$ cat config.mk
export PLATFORM = sky130hd
export DESIGN_NAME = i2c_err_master
export DESIGN_NICKNAME = d
export VERILOG_FILES = /design/src/rtl/i2c_err_master.sv
export SDC_FILE = /design/constraint.sdc
export NUM_CORES = 1
export LEC_CHECK = 0
export BUFFER_PORTS_ARGS = -buffer_cell sky130_fd_sc_hd__buf_2
export CAP_MARGIN = 10
export CORE_MARGIN = 2
export CORE_UTILIZATION = 25
export CTS_BUF_LIST = sky130_fd_sc_hd__clkbuf_4 sky130_fd_sc_hd__clkbuf_8 sky130_fd_sc_hd__clkbuf_16
export DETAILED_ROUTE_END_ITERATION = 6
export HOLD_SLACK_MARGIN = 0.02
export PLACE_DENSITY_LB_ADDON = 0.05
export SLEW_MARGIN = 15
export SYNTH_ARGS = -nofsm -noshare
export SYNTH_HDL_FRONTEND = slang
export SYNTH_SLANG_ARGS = --single-unit
$ cat constraint.sdc
create_clock -name clk -period 2.7 [get_ports clk]
set_clock_uncertainty 0.1 [all_clocks]
set_input_delay 0.54 -clock clk [delete_from_list [all_inputs] [get_ports clk]]
set_output_delay 0.54 -clock clk [all_outputs]
set_load 0.03 [all_outputs]
$ cat src/rtl/i2c_err_master.sv
module i2c_err_master #(
  parameter int WR_MAX     = 8,
  parameter int RD_MAX     = 8,
  parameter int PHASE_DIV  = 499,
  parameter int TMO_CYCLES = 100000000
) (
  input  logic                  clk,
  input  logic                  rst_n,
  input  logic                  start,
  input  logic                  rd_random,
  input  logic [7:0]            wr_len,
  input  logic [WR_MAX*8-1:0]   wr_data,
  input  logic [7:0]            rd_len,
  output logic [RD_MAX*8-1:0]   rd_data,
  input  logic                  scl_in,
  input  logic                  sda_in,
  output logic                  scl_low,
  output logic                  sda_low,
  output logic                  busy,
  output logic                  done,
  output logic                  error,
  output logic [2:0]            err_code
);
  localparam int WB = WR_MAX * 8;
  localparam int RB = RD_MAX * 8;
  localparam int DW = $clog2(PHASE_DIV + 1);
  localparam int TW = $clog2(TMO_CYCLES + 1);
  localparam logic [7:0] WMAX8 = 8'(WR_MAX);
  localparam logic [7:0] RMAX8 = 8'(RD_MAX);

  typedef enum logic [3:0] {IDLE, STA, BLO, BHI, RSA, RSB, SPA, SPB, SPC} st_t;
  typedef enum logic [1:0] {SG_W, SG_A, SG_R} seg_t;

  st_t             st;
  seg_t            seg;
  logic [DW-1:0]   dcnt;
  logic [TW-1:0]   tcnt;
  logic [3:0]      bitn;
  logic [7:0]      idx, wn, rn, sh;
  logic [WB-1:0]   wq, wsel;

  wire       tick   = dcnt == DW'(PHASE_DIV);
  wire       rxb    = seg == SG_R;
  wire [7:0] nidx   = idx + 8'd1;
  wire       last_r = nidx == rn;
  wire       last_w = nidx == wn;
  wire       rd_now = rd_len != 8'd0 && !rd_random;

  assign wsel  = wq >> {nidx, 3'b000};
  assign error = err_code != 3'd0;

  always_ff @(posedge clk or negedge rst_n) begin
    if (!rst_n) begin
      st <= IDLE; seg <= SG_W; dcnt <= '0; tcnt <= '0; bitn <= '0;
      idx <= '0; wn <= '0; rn <= '0; sh <= '0; wq <= '0;
      rd_data <= '0; scl_low <= 1'b0; sda_low <= 1'b0;
      busy <= 1'b0; done <= 1'b0; err_code <= 3'd0;
    end else begin
      done <= 1'b0;
      if (st == IDLE) begin
        if (start) begin
          if (!scl_in || !sda_in) begin
            done <= 1'b1;
            err_code <= 3'd4;
          end else begin
            busy <= 1'b1; err_code <= 3'd0; rd_data <= '0;
            wq <= wr_data;
            wn <= (wr_len == 8'd0) ? 8'd1 : ((wr_len > WMAX8) ? WMAX8 : wr_len);
            rn <= (rd_len > RMAX8) ? RMAX8 : rd_len;
            seg <= rd_now ? SG_A : SG_W;
            sh <= rd_now ? {wr_data[7:1], 1'b1} : wr_data[7:0];
            idx <= '0; bitn <= '0; dcnt <= '0; tcnt <= '0;
            sda_low <= 1'b1;
            st <= STA;
          end
        end
      end else if (tcnt == TW'(TMO_CYCLES - 1)) begin
        scl_low <= 1'b0; sda_low <= 1'b0; busy <= 1'b0; done <= 1'b1;
        err_code <= 3'd3; st <= IDLE;
      end else begin
        tcnt <= tcnt + TW'(1);
        dcnt <= tick ? '0 : dcnt + DW'(1);
        case (st)
          STA: if (tick) begin scl_low <= 1'b1; st <= BLO; end
          BLO: begin
            if (dcnt == '0)
              sda_low <= (bitn == 4'd8) ? (rxb && !last_r) : (!rxb && !sh[7]);
            if (tick) begin scl_low <= 1'b0; st <= BHI; end
          end
          BHI: if (tick) begin
            if (bitn != 4'd8) begin
              if (!rxb && !sda_low && !sda_in) begin
                scl_low <= 1'b0; sda_low <= 1'b0; busy <= 1'b0; done <= 1'b1;
                err_code <= 3'd2; st <= IDLE;
              end else begin
                sh <= {sh[6:0], rxb ? sda_in : 1'b0};
                bitn <= bitn + 4'd1;
                scl_low <= 1'b1;
                st <= BLO;
              end
            end else begin
              scl_low <= 1'b1;
              bitn <= '0;
              if (rxb) begin
                rd_data <= rd_data | (RB'(sh) << {idx, 3'b000});
                if (last_r) st <= SPA;
                else begin idx <= nidx; st <= BLO; end
              end else if (sda_in) begin
                err_code <= 3'd1; st <= SPA;
              end else if (seg == SG_A) begin
                seg <= SG_R; idx <= '0; st <= BLO;
              end else if (!last_w) begin
                idx <= nidx; sh <= wsel[7:0]; st <= BLO;
              end else if (rn != 8'd0) begin
                seg <= SG_A; sh <= {wq[7:1], 1'b1}; st <= RSA;
              end else begin
                st <= SPA;
              end
            end
          end
          RSA: begin
            if (dcnt == '0) sda_low <= 1'b0;
            if (tick) begin scl_low <= 1'b0; st <= RSB; end
          end
          RSB: if (tick) begin sda_low <= 1'b1; st <= STA; end
          SPA: begin
            if (dcnt == '0) sda_low <= 1'b1;
            if (tick) begin scl_low <= 1'b0; st <= SPB; end
          end
          SPB: if (tick) begin sda_low <= 1'b0; st <= SPC; end
          SPC: if (tick) begin busy <= 1'b0; done <= 1'b1; st <= IDLE; end
          default: st <= IDLE;
        endcase
      end
    end
  end

  assert_idle_lines_R1: assert property (@(posedge clk) disable iff (!rst_n)
    !busy |-> (!scl_low && !sda_low));

  assert_done_single_R2: assert property (@(posedge clk) disable iff (!rst_n)
    done |=> !done);

  assert_busy_end_done_R2: assert property (@(posedge clk) disable iff (!rst_n)
    $fell(busy) |-> done);

  assert_refuse_busy_bus_R3: assert property (@(posedge clk) disable iff (!rst_n)
    (st == IDLE && start && (!scl_in || !sda_in)) |=> (done && !busy && err_code == 3'd4));

  assert_nack_goes_stop_R8: assert property (@(posedge clk) disable iff (!rst_n)
    (st == BHI && tick && bitn == 4'd8 && !rxb && sda_in && tcnt != TW'(TMO_CYCLES - 1))
      |=> (st == SPA && err_code == 3'd1));

  assert_arb_release_R9: assert property (@(posedge clk) disable iff (!rst_n)
    (done && err_code == 3'd2) |-> (!scl_low && !sda_low));

  assert_sda_hold_high_R11: assert property (@(posedge clk) disable iff (!rst_n)
    (st == BHI && $past(st) == BHI) |-> $stable(sda_low));
endmodule

[After elaboration in Yosys (flattened, before gate mapping)]
Cells that the tools add are included.
W data, S select, Z words.
Word-level totals
  RAM bits: 0
  bits of input ports: 86
  output and inout bits: 72
  memories: 0
  bits in read-only memories: 0
  latch bits: 0
  bits in registers: 213
  word-level logic and storage cells: 248
Cells by class
  reductions and logical operators: 43
  shifts and indexed selects: 2
  div/mod/pow operators: 0
  multiplexer cells: 130
  equality and inequality tests: 48
  multipliers: 0
  magnitude comparators: 2
  bitwise logic cells: 3
  $add $sub $neg: 4
Operators with widths (count)
  $mux W64: 8
  $mux W8: 28
  $mux W27: 4
  $mux W4: 22
  $or A64 B64 Y64: 1
  $shl A8 B11 Y64: 1
  $shr A64 B11 Y8: 1
  $ne A4 B4 Y1 const B: 14
  $mux W9: 5
  $mux W3: 14
  $pmux W4 S8: 1
  $mux W1: 30
  $reduce_and A10 Y1: 3
  $mux W2: 14
  $add A27 B1 Y27 const B: 1
  $eq A27 B27 Y1 const B: 1
  $reduce_bool A8 Y1: 3
  $eq A4 B3 Y1 const B: 4
  $eq A8 B8 Y1: 2
  $gt A8 B4 Y1 const B: 2
  $reduce_bool A3 Y1: 5
  $reduce_and A7 Y1: 2
  $ne A3 B1 Y1 const B: 4
  $ne A3 B3 Y1 const B: 4
  33 further kinds: 58

[Longest topological paths before layout]
  word-level depth: 11
  gate-level depth with buffers: 12
  depth with buffers taken out: 10

[Worst setup path after synthesis]
OpenSTA, ideal clock, no wires.
  path type: register -> register
  start: reg idx[0]
  end: reg idx[5]
  clock period less this slack: 2740 ps
  stages on the path, launching flop included: 11
  library setup time: 140 ps
  path slack: -40 ps
  data arrival time: 2501 ps
  data required time: 2460 ps
  buffers on the path: 1
  cell sequence: dfrtp_1 ha_1 buf_2 xor2_1 a311o_1 or4_1 a311oi_2 nand4_1 nand2_2 or3_4 o41ai_1
Between the ends
  longest elaborated chain between the ends: 10
  elaborated cells on any way between the ends: 16
  those cells by class: add/sub: 1; eq/ne: 4; mux: 10; reduce/logical: 1
RTL lines
  start: declaration: RTL line 39  | logic [7:0] idx, wn, rn, sh;
  start signal: assignment: RTL line 55  | idx <= '0; wn <= '0; rn <= '0; sh <= '0; wq <= '0;
  start signal: assignment: RTL line 72  | idx <= '0; bitn <= '0; dcnt <= '0; tcnt <= '0;
  start signal: assignment: RTL line 107  | else begin idx <= nidx; st <= BLO; end
  $add A8 B1 Y8 *: RTL line 44  | wire [7:0] nidx = idx + 8'd1;
  $mux W8: RTL line 112  | end else if (!last_w) begin
  $mux W8: RTL line 110  | end else if (seg == SG_A) begin
  $mux W8: RTL line 108  | end else if (sda_in) begin
  $mux W8: RTL line 104  | if (rxb) begin
  $mux W8: RTL line 91  | if (bitn != 4'd8) begin
  $mux W8: RTL line 90  | BHI: if (tick) begin
  $mux W8: RTL line 83  | case (st)
  $mux W8: RTL line 77  | end else if (tcnt == TW'(TMO_CYCLES - 1)) begin
  $mux W8: RTL line 60  | if (st == IDLE) begin
Mark *: on every way between the ends. The rest lies on a longest branch, timed or not. The select of a mux whose other input is x is not followed.
A chain may end at the register's enable or synchronous reset.

[Worst setup path in the final report]
  start: reg idx[1]
  end: reg idx[6]
The elaborated chain is that of the path after synthesis.

==> impl_metrics.csv <==
group,metric,value,unit
global_routing,track_usage,0.164,
timing,worst_pin_slew,0.940,ns
clock_tree,cts_root_buf,"clkbuf_16",
setup_path,end_kind,"flip-flop",
placed_design,gp_congestion,0.769,
global_routing,antenna_found_initial,0,
routing,drt-met1-wl,17.1,mm
synth,ys_ff_latch,213,
timing,drv_slew,0,
timing,hold_viol,0,
routing,drt-wirelength-per-cell,18.5,um
clock_tree,cts_tree,"done",
timing,slew_headroom,0.368,
cells_and_area,area_growth_syn_to_layout,31.3,%
routing,vias_per_cell,4.63,
cells_and_area,n_fill_cell,4425,
routing,drtPass1Iterations,4,
clock_tree,cts_buffer_depth,3,
placed_design,io_buffers,157,
global_routing,grt_max_degree,90,
synth,yosysUniqueCellTypes,79,
floorplanning,chipWidth,209,um
timing,max_freq,0.372,GHz
placed_design,dp.cells,1864,
power_and_ir_drop,p_sw,4.35,mW
cells_and_area,antennaDiodeCount,0,
power_and_ir_drop,p_sw_frac,0.359,
floorplanning,rows,75,
setup_path,worstSetupStartpointType,"flip-flop",
power_and_ir_drop,p_clk_frac,0.294,
cells_and_area,final_cell_mix,"nand2_1, dfrtp_1, buf_2, nor2_1, a21oi_1",
synth,ys_warn_count,0,
power_and_ir_drop,pwr-share-seq,0.373,
routing,route.met3.wl,1.24,mm
clock_tree,cts.clk_slew.worst_paths,0.06,ns
clock_tree,htree_levels,1,
power_and_ir_drop,ir_drop,0.429,mV
synth,syn_area_per_cell,9.30,sq um
setup_path,crit_type,"reg2reg",
cells_and_area,stdcell_count,1926,
routing,highest_layer,"met4",
clock_tree,cts_buffers,28,
routing,vias,8908,
clock_tree,clk_latency,0.58,ns
cells_and_area,final_common_cell,"nand2_1",
timing,rsz0062_at_grt,"yes",
routing,postRouteAntennaNets,0,
clock_tree,clock_sinks,213,
global_routing,grt_pass1_vias,9199,
floorplanning,initial_core_util,0.252,
global_routing,grt_pass1_wl,56.0,mm
routing,wl_met2,16.4,mm
run_status,status,"completed",
timing,fin_hold_ws,0.0520,ns
placed_design,place_hpwl,25.2,mm
power_and_ir_drop,p_leak,6.72,nW
routing,drtIter0Drc,456,
run,maxCapViolCount,0,
synth,synth_area,10600,sq um
global_routing,grt_overflow,0,
timing,fin_crit,2.69,ns
floorplanning,io_pins,158,
synth,synth_fp_nets,1227,
placed_design,pre_cts_slack,-0.167,ns
floorplanning,die_h,209,um
synth,yosysSeqAreaShare,0.505,
synth,synthFlopType,"dfrtp_1",
cells_and_area,drive_gt1_frac,0.290,
power_and_ir_drop,p_int,7.76,mW
setup_path,cp.arrival,3.02,ns
floorplanning,design.die.area,43900,sq um
timing,finalSetupViolCount,0,
power_and_ir_drop,p_comb_frac,0.332,
floorplanning,core,41900,sq um
routing,wl,35.6,mm
cells_and_area,nets,1465,
setup_path,crit_required,3.03,ns
synth,syn_inst,1135,
timing,period_share,0.997,
cells_and_area,final_util,0.331,
power_and_ir_drop,p_per_area,874,nW/um^2
synth,async_flop_share,1.00,
worst_hold_path,worstHoldPathType,"in2reg",
synth,synth_edf_count,0,
routing,route.detailed.drc,0,
timing,fin_ws,0.00913,ns
setup_path,crit_fanout,5,
cell type report:
class                           count  area, sq um  share of cell area
Clock inverter                      3         46.3             0.00334
Sequential cell                   213         5330               0.385
Tap cell                          539          674              0.0487
Inverter                           20         75.1             0.00542
Clock buffer                       41          817              0.0590
Multi-Input combinational cell    835         5040               0.364
Timing Repair Buffer              275         1870               0.135
final timing paths:
check,startpoint,to,slack [ns],cells past startpoint
max,idx[1]$_DFFE_PN0P_,idx[6]$_DFFE_PN0P_,0.009,9
min,wr_data[50],wq[50]$_DFFE_PN0P_,0.05,3
max reg2reg,idx[1]$_DFFE_PN0P_,idx[6]$_DFFE_PN0P_,0.009,9
min reg2reg,wq[44]$_DFFE_PN0P_,wq[44]$_DFFE_PN0P_,0.37,2
max in group asynchronous,rst_n,rd_data[31]$_DFFE_PN0P_,1.36,3
min in group asynchronous,rst_n,rn[3]$_DFFE_PN0P_,0.39,2
kinds of logic after synthesis:
family          after synthesis  share of synthesized area
simple gates                542                      0.237
compound gates              214                      0.127
flops                       213                      0.505
buf+inv                      88                     0.0384
xor+xnor                     43                     0.0391
mux                          28                     0.0462
fa+ha+maj                     7                    0.00806
flip-flops by register name, summed over array words and instances, names as in the netlist, 2 cells and up:
| signal | count |
|---|---|
| rd_data | 64 |
| wq | 64 |
| tcnt | 27 |
| dcnt | 9 |
| idx | 8 |
| rn | 8 |
| sh | 8 |
| wn | 8 |
| bitn | 4 |
| st | 4 |
| err_code | 3 |
| seg | 2 |
routing by layer:
layer	track usage	vias up
met3	0.0257	45
met5	0	-
met1	0.233	4363
met2	0.261	141
li1	-	4359
met4	0.0391	0
power groups by stage:
| stage | logic (mW) | clock network (mW) | registers (mW) |
|---|---|---|---|
| final | 4.02 | 3.56 | 4.52 |
| after global routing | 4.49 | 3.82 | 4.64 |
| after CTS | 3.94 | 3.71 | 4.52 |
| after detailed placement | 3.88 | 0 | 4.55 |
| after global placement | 3.89 | 0 | 4.56 |
| after floorplan | 2.29 | 0 | 4.66 |
cell usage after synthesis, drive strengths merged, types with 11 or more instances:
cell type	number	share of area
xnor2	23	0.020
o21ai	48	0.025
nand2	258	0.092
mux4	16	0.034
nand4	13	0.012
xor2	18	0.015
nor2	145	0.053
and2	16	0.0095
clkbuf	38	0.014
buf	30	0.018
nor3	25	0.012
dfrtp	213	0.51
nand3	23	0.012
or3	11	0.0070
a21oi	113	0.054
inv	20	0.0071
worst max-delay path: stages (launching register included):
cell	delay (ns)
dfrtp_1	0.41
ha_4	0.27
xor2_1	0.16
a311o_1	0.27
or4_4	0.43
a311oi_4	0.24
nand4_1	0.26
nand2_4	0.18
or3_4	0.16
o31ai_1	0.08
per-stage QoR:
step | total power, mW | area [sq um] | setup TNS (ns)
after global placement | 8.45 | 12600 | -4.62
final | 12.1 | 13900 | 0
after detailed placement | 8.44 | 12600 | -5.88
after floorplan | 6.95 | 10600 | 0
after global routing | 13.0 | 13900 | -1.00
after CTS | 12.2 | 13600 | 0
repair_timing:
item	4_1_cts	5_1_grt
buffers inserted	2	9
setup endpoints to repair	64	88
resized for setup	13	47
hold buffers	5	0
cloned	1	1
pin swaps	8	16
endpoints found under the hold margin	49	0
No activity file was read; power rests on OpenSTA's default activity.
